===== src/rtl/pwr_throttle_pkg.sv =====
// Package: shared constants and the frequency-select encoding for the
// two-level power throttle controller.
package pwr_throttle_pkg;

    typedef enum logic [1:0] {
        FREQ_NOMINAL   = 2'd0,
        FREQ_STEP_DOWN = 2'd1,
        FREQ_MINIMUM   = 2'd2
    } freq_sel_e;

    // Trip points as percentages of rated design power.
    localparam int unsigned MILD_PCT         = 105;
    localparam int unsigned SEVERE_PCT       = 125;

    // Release margins in whole watts.
    localparam int unsigned MILD_MARGIN_LO_W = 15;
    localparam int unsigned MILD_MARGIN_HI_W = 20;
    localparam int unsigned SEVERE_MARGIN_W  = 40;

    // Ratings above this (whole watts) use the larger mild margin.
    localparam int unsigned MARGIN_SPLIT_W   = 250;

endpackage


===== src/rtl/pwr_thr_calc.sv =====
// Module: pwr_thr_calc
// Computes the trip and release points of both throttle levels from the
// rated design power and holds them in registers.
// Assumes: rated_pwr is whole watts, and the outputs are fixed-point watts
// with FRAC bits of fraction. Percentages are rounded down. Release points
// saturate at zero. Values are captured on reset and on cfg_load only.
module pwr_thr_calc
    import pwr_throttle_pkg::*;
#(
    parameter int unsigned RATED_W = 10,
    parameter int unsigned FRAC    = 2,
    parameter int unsigned PWR_W   = RATED_W + 1 + FRAC
) (
    input  logic               clk,
    input  logic               rst_n,
    input  logic               cfg_load,
    input  logic [RATED_W-1:0] rated_pwr,
    output logic [PWR_W-1:0]   th_mild,
    output logic [PWR_W-1:0]   rel_mild,
    output logic [PWR_W-1:0]   th_sev,
    output logic [PWR_W-1:0]   rel_sev
);

    localparam int unsigned PROD_W = RATED_W + FRAC + 8;
    localparam logic [PWR_W-1:0] M_LO  = PWR_W'(MILD_MARGIN_LO_W * (1 << FRAC));
    localparam logic [PWR_W-1:0] M_HI  = PWR_W'(MILD_MARGIN_HI_W * (1 << FRAC));
    localparam logic [PWR_W-1:0] M_SEV = PWR_W'(SEVERE_MARGIN_W * (1 << FRAC));

    // Percentage of the rating in fixed point, rounded down.
    function automatic logic [PWR_W-1:0] pct_of(input logic [RATED_W-1:0] r,
                                                input int unsigned pct);
        logic [PROD_W-1:0] prod;
        prod = (PROD_W'(r) * PROD_W'(pct)) << FRAC;
        return PWR_W'(prod / PROD_W'(100));
    endfunction

    // Subtraction that stops at zero.
    function automatic logic [PWR_W-1:0] sat_sub(input logic [PWR_W-1:0] a,
                                                 input logic [PWR_W-1:0] b);
        return (a > b) ? (a - b) : '0;
    endfunction

    logic [PWR_W-1:0] th_mild_d, th_sev_d, mild_margin_d;

    // Combinational trip points and rating-dependent mild margin.
    always_comb begin
        th_mild_d     = pct_of(rated_pwr, MILD_PCT);
        th_sev_d      = pct_of(rated_pwr, SEVERE_PCT);
        mild_margin_d = (32'(rated_pwr) > 32'(MARGIN_SPLIT_W)) ? M_HI : M_LO;
    end

    // Capture all four points on reset or on a configuration load.
    always_ff @(posedge clk) begin
        if (!rst_n || cfg_load) begin
            th_mild  <= th_mild_d;
            rel_mild <= sat_sub(th_mild_d, mild_margin_d);
            th_sev   <= th_sev_d;
            rel_sev  <= sat_sub(th_sev_d, M_SEV);
        end
    end

endmodule


===== src/rtl/pwr_level.sv =====
// Module: pwr_level
// One throttle level: a dwell counter of consecutive over-threshold ticks
// and a hysteretic active flag.
// Assumes: rel < th. Samples are evaluated only on tick, and non-tick
// cycles leave the state untouched. DWELL >= 1.
module pwr_level #(
    parameter int unsigned PWR_W = 13,
    parameter int unsigned DWELL = 300
) (
    input  logic             clk,
    input  logic             rst_n,
    input  logic             tick,
    input  logic [PWR_W-1:0] sample,
    input  logic [PWR_W-1:0] th,
    input  logic [PWR_W-1:0] rel,
    output logic             active
);

    localparam int unsigned CW = (DWELL > 1) ? $clog2(DWELL) : 1;
    localparam logic [CW-1:0] LAST = CW'(DWELL - 1);

    logic [CW-1:0] cnt;

    // Dwell counting while idle, hysteretic release while active.
    always_ff @(posedge clk) begin
        if (!rst_n) begin
            cnt    <= '0;
            active <= 1'b0;
        end else if (tick) begin
            if (active) begin
                cnt <= '0;
                if (sample <= rel) begin
                    active <= 1'b0;
                end
            end else if (sample > th) begin
                if (cnt == LAST) begin
                    cnt    <= '0;
                    active <= 1'b1;
                end else begin
                    cnt <= cnt + CW'(1);
                end
            end else begin
                cnt <= '0;
            end
        end
    end

endmodule


===== src/rtl/pwr_vred_timer.sv =====
// Module: pwr_vred_timer
// Counts ticks while the severe level is held and raises the voltage
// reduction request when DELAY ticks have passed.
// Assumes: severe is a registered level. The request is gated by severe so
// that it drops in the same cycle; the count clears while severe is low.
module pwr_vred_timer #(
    parameter int unsigned DELAY = 350
) (
    input  logic clk,
    input  logic rst_n,
    input  logic tick,
    input  logic severe,
    output logic vred
);

    localparam int unsigned CW = (DELAY > 1) ? $clog2(DELAY) : 1;
    localparam logic [CW-1:0] LAST = CW'(DELAY - 1);

    logic [CW-1:0] cnt;
    logic          fired;

    // Delay count after severe entry; clear everything once severe ends.
    always_ff @(posedge clk) begin
        if (!rst_n || !severe) begin
            cnt   <= '0;
            fired <= 1'b0;
        end else if (tick && !fired) begin
            if (cnt == LAST) begin
                fired <= 1'b1;
            end else begin
                cnt <= cnt + CW'(1);
            end
        end
    end

    // Request visible only while severe throttling is still held.
    assign vred = fired & severe;

endmodule


===== src/rtl/pwr_throttle_ctrl.sv =====
// Module: pwr_throttle_ctrl (top)
// Two stacked power throttle levels with hysteresis, a frequency select
// with severe priority, and a delayed voltage reduction request.
// Assumes: the tick period sets the units of the three tick-count
// parameters. pwr_sample is fixed-point watts with FRAC_BITS fraction.
module pwr_throttle_ctrl
    import pwr_throttle_pkg::*;
#(
    parameter int unsigned RATED_W            = 10,
    parameter int unsigned FRAC_BITS          = 2,
    parameter int unsigned MILD_DWELL_TICKS   = 300,
    parameter int unsigned SEVERE_DWELL_TICKS = 50,
    parameter int unsigned VRED_DELAY_TICKS   = 350,
    localparam int unsigned PWR_W             = RATED_W + 1 + FRAC_BITS
) (
    input  logic               clk,
    input  logic               rst_n,
    input  logic               tick,
    input  logic [PWR_W-1:0]   pwr_sample,
    input  logic [RATED_W-1:0] rated_pwr,
    input  logic               cfg_load,
    output logic               mild_req,
    output logic               severe_req,
    output logic               vred_req,
    output logic [1:0]         freq_sel
);

    logic [PWR_W-1:0] th_mild_q, rel_mild_q, th_sev_q, rel_sev_q;
    freq_sel_e        freq_d;

    pwr_thr_calc #(
        .RATED_W (RATED_W),
        .FRAC    (FRAC_BITS),
        .PWR_W   (PWR_W)
    ) u_calc (
        .clk       (clk),
        .rst_n     (rst_n),
        .cfg_load  (cfg_load),
        .rated_pwr (rated_pwr),
        .th_mild   (th_mild_q),
        .rel_mild  (rel_mild_q),
        .th_sev    (th_sev_q),
        .rel_sev   (rel_sev_q)
    );

    pwr_level #(
        .PWR_W (PWR_W),
        .DWELL (MILD_DWELL_TICKS)
    ) u_mild (
        .clk    (clk),
        .rst_n  (rst_n),
        .tick   (tick),
        .sample (pwr_sample),
        .th     (th_mild_q),
        .rel    (rel_mild_q),
        .active (mild_req)
    );

    pwr_level #(
        .PWR_W (PWR_W),
        .DWELL (SEVERE_DWELL_TICKS)
    ) u_severe (
        .clk    (clk),
        .rst_n  (rst_n),
        .tick   (tick),
        .sample (pwr_sample),
        .th     (th_sev_q),
        .rel    (rel_sev_q),
        .active (severe_req)
    );

    pwr_vred_timer #(
        .DELAY (VRED_DELAY_TICKS)
    ) u_vred (
        .clk    (clk),
        .rst_n  (rst_n),
        .tick   (tick),
        .severe (severe_req),
        .vred   (vred_req)
    );

    // Frequency select: severe overrides mild.
    always_comb begin
        if (severe_req)    freq_d = FREQ_MINIMUM;
        else if (mild_req) freq_d = FREQ_STEP_DOWN;
        else               freq_d = FREQ_NOMINAL;
    end

    assign freq_sel = freq_d;

endmodule


===== config.mk =====
export PLATFORM = sky130hd
export DESIGN_NAME = pwr_throttle_ctrl
export DESIGN_NICKNAME = d
export VERILOG_FILES = /design/src/rtl/pwr_throttle_pkg.sv /design/src/rtl/pwr_thr_calc.sv /design/src/rtl/pwr_level.sv /design/src/rtl/pwr_vred_timer.sv /design/src/rtl/pwr_throttle_ctrl.sv
export SDC_FILE = /design/constraint.sdc
export NUM_CORES = 1
export LEC_CHECK = 0
export ABC_AREA = 0
export BUFFER_PORTS_ARGS = -buffer_cell sky130_fd_sc_hd__buf_2
export CAP_MARGIN = 30
export CORE_MARGIN = 2
export CORE_UTILIZATION = 45
export DETAILED_ROUTE_END_ITERATION = 10
export SYNTH_ARGS = -nofsm -noshare
export SYNTH_HDL_FRONTEND = slang
export SYNTH_SLANG_ARGS = --single-unit

===== constraint.sdc =====
create_clock -name clk -period 36.4 [get_ports clk]
set_input_delay 3.64 -clock clk [delete_from_list [all_inputs] [get_ports clk]]
set_output_delay 3.64 -clock clk [all_outputs]
set_load 0.05 [all_outputs]

==> key figures, run 1 <==
Routing
  – Vias per cell: between 6 and 7
  – Routed wire length per instance: 17.3 um
  – DRC viols: 0
  – Initial DRC count: about 1200
  – Routed via count: 14000
  – Post-route antenna net violation count: 0
  – Post-Route WL: 38.4 mm
  – DR pass1 iterations: 6

Finish
  – ANT cells: 0
  – Filler cell count: 3194
  – Register area: 2100 sq um
  – Share of layout cells above drive strength 1: 8.65%
  – Area growth from synthesis to final layout: 5.00%
  – Multi-input gate area: 11500 sq um
  – Final non-filler cell total: 2216
  – Nets: 2019

Clock network
  – Gates resized, CTS repair: 0
  – Root buf cell: clkbuf_16
  – CTS Buf Count: 9
  – CTS tree: done
  – Post-CTS Setup Inserts: 0
  – Num Clock Sinks: 79
  – Clock transition at path regs: 60 ps
  – Clock insertion delay at the later pin of the skew report: 330 ps
  – Post-CTS Hold Buffers: 0
  – Clock Tree Buf Depth: 2
  – H-Tree Depth: 3

Setup path
  – Crit end category: register
  – Setup crit start kind: input pin
  – Critical path arrival: around 17000 ps
  – Worst-path fanout max: 21
  – Slowest stage delay, CP: 640 ps
  – CP Class: input pin to register
  – Crit path max-delay cell type: a2111oi_0
  – R2R setup slack: 32750 ps
  – Worst Path Required: 36460 ps

Die
  – Site row count: 65
  – Die W: 183 um
  – Initial Util: 45.8%
  – Chip height: 183 um
  – I/O Pins: 32
  – Die area: 33600 sq um
  – Core area: 31600 sq um

Timing
  – Post-Route Setup TNS: 0 ps
  – Final Max Slew Viols: 0
  – Max_slew headroom: 32.0%
  – Worst-Margin Slew: 1010 ps
  – Setup Skew: 4.86 ps
  – Final worst path period share: a little under half
  – Final Hold Viols: 0
  – Fmax: 58.9 MHz
  – Final min period: between 15000 and 20000 ps
  – RSZ-0062 raised after global routing: false
  – Post-route setup slack: around 20000 ps
  – Final Setup Violations: 0
  – Worst hold slack: 493 ps

Placed design
  – Final Wtd Congestion: slightly above 0.9
  – Number of buffers added on ports: 31
  – Setup slack after placement: around 19000 ps
  – DP HPWL: 30.9 mm
  – DP Cell Count: 2200

Synthesis
  – Fraction of registers with async set/reset: 0%
  – Post-Syn Area: 14500 sq um
  – Syn avg cell area: 7.95 sq um
  – Count of different cell masters after synthesis: 130
  – Post-Synth Adder-Cell Area: 18.3%
  – Largest family of logic cells by synthesized area: compound AO/OA/AOI/OAI gates
  – Post-synth EDFFs: 52
  – Synth Register Bits: 79
  – Sequential share of the synthesized area: between 10% and 20%
  – Simple-gate share of the synthesized area: approximately 25%
  – Post-synthesis cell count: around 1800
  – Mux contribution to synthesized area: just under 2%
  – Synth Warn #: 0
  – Primary FF master, synth: edfxtp_1
  – Synth Area in Compound Gates: 30.1%
  – Mapped Nets: 2028
  – XOR/XNOR Fraction of Synth Area: under 10%

GRT
  – Vias in the first global route: 12700
  – Largest net degree at the start of global routing: 53
  – Tot GR Track Use: between 20% and 30%
  – Initial antenna violation count: 1
  – Total gr overflow: 0
  – First-pass GRT wire length: 63.8 mm

Job
  – # Max-Cap Violations: 0

Min path
  – Worst min path class: register to register

Status
  – Outcome: finished clean
==> critical path, delay by kind of cell <==
family	cells	cell delay [ps]
XOR/XNOR	1	390
AND/OR/NAND/NOR	12	3360
buffers and inverters	7	920
adder cells (fa/ha/maj)	5	2530
AO/OA/AOI/OAI	17	5540
multiplexers	1	600
==> cell type report <==
| type | count | area share [%] |
|---|---|---|
| Timing Repair Buffer | 37 | 1.32 |
| Sequential cell | 79 | 13.8 |
| Clock inverter | 6 | 0.610 |
| Inverter | 157 | 3.92 |
| Tap cell | 402 | 3.31 |
| Clock buffer | 10 | 1.51 |
| Multi-Input combinational cell | 1525 | 75.5 |
==> worst paths after layout <==
path / startpoint / end / cells after the start
max reg2reg: u_calc.th_mild[1] / u_mild.cnt[6] / 23
min: u_vred.fired / u_vred.fired / 2
max: rated_pwr[2] / u_calc.rel_sev[0] / 43
min reg2reg: u_vred.fired / u_vred.fired / 2
==> kinds of logic (layout without fill, tap and decap cells) <==
logic type,after synthesis,in the layout
adders and majority gates,187,187
muxes,26,26
buffers and inverters,214,210
DFF,79,79
AOI/OAI and AO/OA,586,586
and+or+nand+nor,665,665
xor gates and xnor gates,61,61
==> per-stage QoR <==
stage / instance area, sq um / utilization [%]
2_1_floorplan: 14500 / -
3_3_place_gp: 14800 / 47.0
3_5_place_dp: 14900 / 47.1
4_1_cts: 15200 / 48.1
5_1_grt: 15200 / 48.1
6_report: 15200 / 48.1
==> cells in the final DEF, fill, tap and decap left out, types with 21 or more instances in the layout <==
cell        n
nor2b_1    36
nand2_1   120
and2_1     27
buf_2      31
a211oi_1   29
nor2_1    123
edfxtp_1   52
nand2b_1   28
nand4_1    29
a21o_1     32
dfxtp_1    27
o21ai_1    22
fa_1       41
xor2_1     21
o211ai_1   28
and3_1     40
ha_1      142
xnor2_1    37
nor4_1     28
o21ai_0    86
nor3_1     56
inv_1     152
a21oi_1   101
nand3_1    67
==> per-layer routing <==
layer  track usage (%)  wire length [um]  vias to the layer above
li1                  -                 -                     6902
met5                 0                11                        -
met2              37.5             17500                      408
met3              2.38              1860                       38
met4              3.74               418                        2
met1              32.0             18700                     6615
==> registers in the layout, summed over array words and instances (netlist names), 6 cells and up <==
| register | flops |
|---|---|
| u_calc.th_sev | 13 |
| u_calc.rel_sev | 13 |
| u_calc.rel_mild | 13 |
| u_vred.cnt | 9 |
| u_mild.cnt | 9 |
| u_severe.cnt | 6 |
| u_calc.th_mild | 13 |
==> synthesized netlist by cell type, types with 9 or more instances <==
master	instances	area, sq um
a211o_1	16	140
a211oi_1	29	218
a21o_1	32	240
a21oi_1	101	505
a22oi_1	11	82.6
a311oi_1	11	96.3
a31oi_1	18	113
and2_1	27	169
and3_1	40	250
and4_1	9	78.8
buf_2	17	85.1
clkbuf_1	27	101
dfxtp_1	27	541
edfxtp_1	52	1560
fa_1	41	821
ha_1	142	1780
inv_1	152	571
mux2i_1	16	160
nand2_1	120	450
nand2b_1	29	181
nand3_1	67	335
nand4_1	29	181
nor2_1	123	462
nor2b_1	36	225
nor3_1	56	280
nor3b_1	15	113
nor4_1	28	175
o2111ai_1	9	78.8
o211a_1	16	160
o211ai_1	28	210
o21a_1	20	150
o21ai_0	86	430
o21ai_1	22	110
o22ai_1	20	125
o311ai_0	9	78.8
o31ai_1	14	105
or2_2	10	62.6
or3_1	19	119
xnor2_1	37	324
xor2_1	21	184
Power of run 1 is left out: the tool's default activity adds up to more than one toggle a clock period on the data nets, which glitch-free logic cannot reach.
==> run 2: changes to the inputs <==
==> constraint.sdc (replaced) <==
create_clock -name clk -period 15 [get_ports clk]
set_input_delay 1.5 -clock clk [delete_from_list [all_inputs] [get_ports clk]]
set_output_delay 1.5 -clock clk [all_outputs]
set_load 0.05 [all_outputs]
==> key figures, run 2 (synthesis results as in run 1) <==
Finish
  – Fin area: 15300 sq um
  – Filler cell count: between 3000 and 4000
  – Area growth from synthesis to final layout: 5.66%
  – Nets: 2023
  – Register area: around 2100 sq um
  – Multi-input gate area: 11500 sq um
  – Finished Core Util: between 40% and 50%
  – Share of layout cells above drive strength 1: 9.52%
  – ANT cells: 0
  – Most common cell after layout, fill and taps aside: inv_1
  – Most frequent cells in the layout: inv_1, ha_1, nor2_1, nand2_1, a21oi_1

Job
  – # Max-Cap Violations: 0

Setup path
  – Top cell by count, worst path: inv_1
  – Worst-path fanout max: 16
  – Crit end category: register
  – Setup crit start kind: input pin
  – Critical path arrival: 14220 ps
  – R2R setup slack: roughly 11000 ps
  – Worst reg-to-reg path cell count: 23
  – Slowest stage delay, CP: just over 800 ps
  – Worst Path Required: roughly 15000 ps
  – CP Class: input pin to register
  – Crit path max-delay cell type: nor4_1

Clock network
  – CTS tree: done
  – Clock insertion delay at the later pin of the skew report: 350 ps
  – Post-CTS Setup Inserts: 0
  – CTS Buf Count: 9
  – Num Clock Sinks: 79
  – Root buf cell: clkbuf_16
  – Clock Tree Buf Depth: 2
  – H-Tree Depth: 3
  – Clock transition at path regs: 60 ps

GRT
  – Total gr overflow: 0
  – First-pass GRT wire length: ~63 mm
  – Vias in the first global route: 12800
  – Tot GR Track Use: 22.4%
  – Initial antenna violation count: 0
  – Largest net degree at the start of global routing: 53

Routing
  – Initial DRC count: 1055
  – Vias per cell: 6.32
  – DRC viols: 0
  – Routed wire length per instance: 17.4 um
  – Routed via count: 14000
  – DR pass1 iterations: 5
  – Post-Route WL: 38.6 mm
  – Post-route antenna net violation count: 0

Min path
  – Worst min path class: register to register
  – Hold depth: 2

Die
  – Chip height: ~180 um
  – Site row count: 65
  – I/O Pins: 32
  – Initial Util: 45.8%
  – Die W: 183 um
  – Die area: 33600 sq um
  – Core area: approximately 32000 sq um

Timing
  – Final Hold Viols: 0
  – Final worst path period share: around 94%
  – Final min period: 14150 ps
  – Final Max Slew Viols: 0
  – Setup Skew: 9.40 ps
  – Max_slew headroom: around 38%
  – Fmax: 70.7 MHz
  – Worst-Margin Slew: slightly above 900 ps
  – Final Setup Violations: 0
  – Worst hold slack: 484 ps

Placed design
  – Area post-placement: ~15000 sq um
  – Final Wtd Congestion: 0.941
  – DP HPWL: approximately 31 mm
  – Number of buffers added on ports: 31

Status
  – Outcome: finished clean
run 2: path summary, 6_finish.rpt:
check               startpoint                 to
max               rated_pwr[2]  u_calc.rel_sev[0]
min              u_vred.cnt[7]      u_vred.cnt[7]
max reg2reg  u_calc.th_mild[1]      u_mild.cnt[8]
min reg2reg      u_vred.cnt[7]      u_vred.cnt[7]
run 2: critical path, delay by kind of cell:
kind	cells	cell delay [ps]
adders and majority gates	5	2550
AOI/OAI and AO/OA	18	4680
buffers and inverters	7	1030
muxes	1	420
xor gates and xnor gates	2	810
and+or+nand+nor	10	3200
run 2: layer usage:
layer | track usage (%) | vias to the layer above | wire, um | share of wire, %
met5 | 0 | - | 0 | 0
met3 | 1.65 | 38 | 2000 | 5.2
met4 | 4.48 | 0 | 568 | 1.5
met1 | 32.3 | 6683 | 18500 | 48
met2 | 36.9 | 409 | 17600 | 45
li1 | - | 6909 | - | -
run 2: repair_timing:
action	CTS	global route
hold buffers	0	0
resized for setup	0	19
endpoints found under the setup margin	0	12
run 2: metrics by stage:
stage                     cells  setup WS, ps  setup TNS, ps
final                      2220           851              0
after global routing       2220         -23.4          -25.9
after CTS                  2219           725              0
after detailed placement   2203           422              0
after global placement     2203           517              0
after floorplan            1818          2280              0
run 2: area by class of cell:
cell class                 instances  area share [%]
timing repair buffer              41            1.51
tap                              402            3.29
multi-input combinational       1525            75.5
clock inverter                     7           0.573
clock buffer                       9            1.47
inverter                         157            3.89
sequential                        79            13.8
Power of run 2 is left out for the same reason.
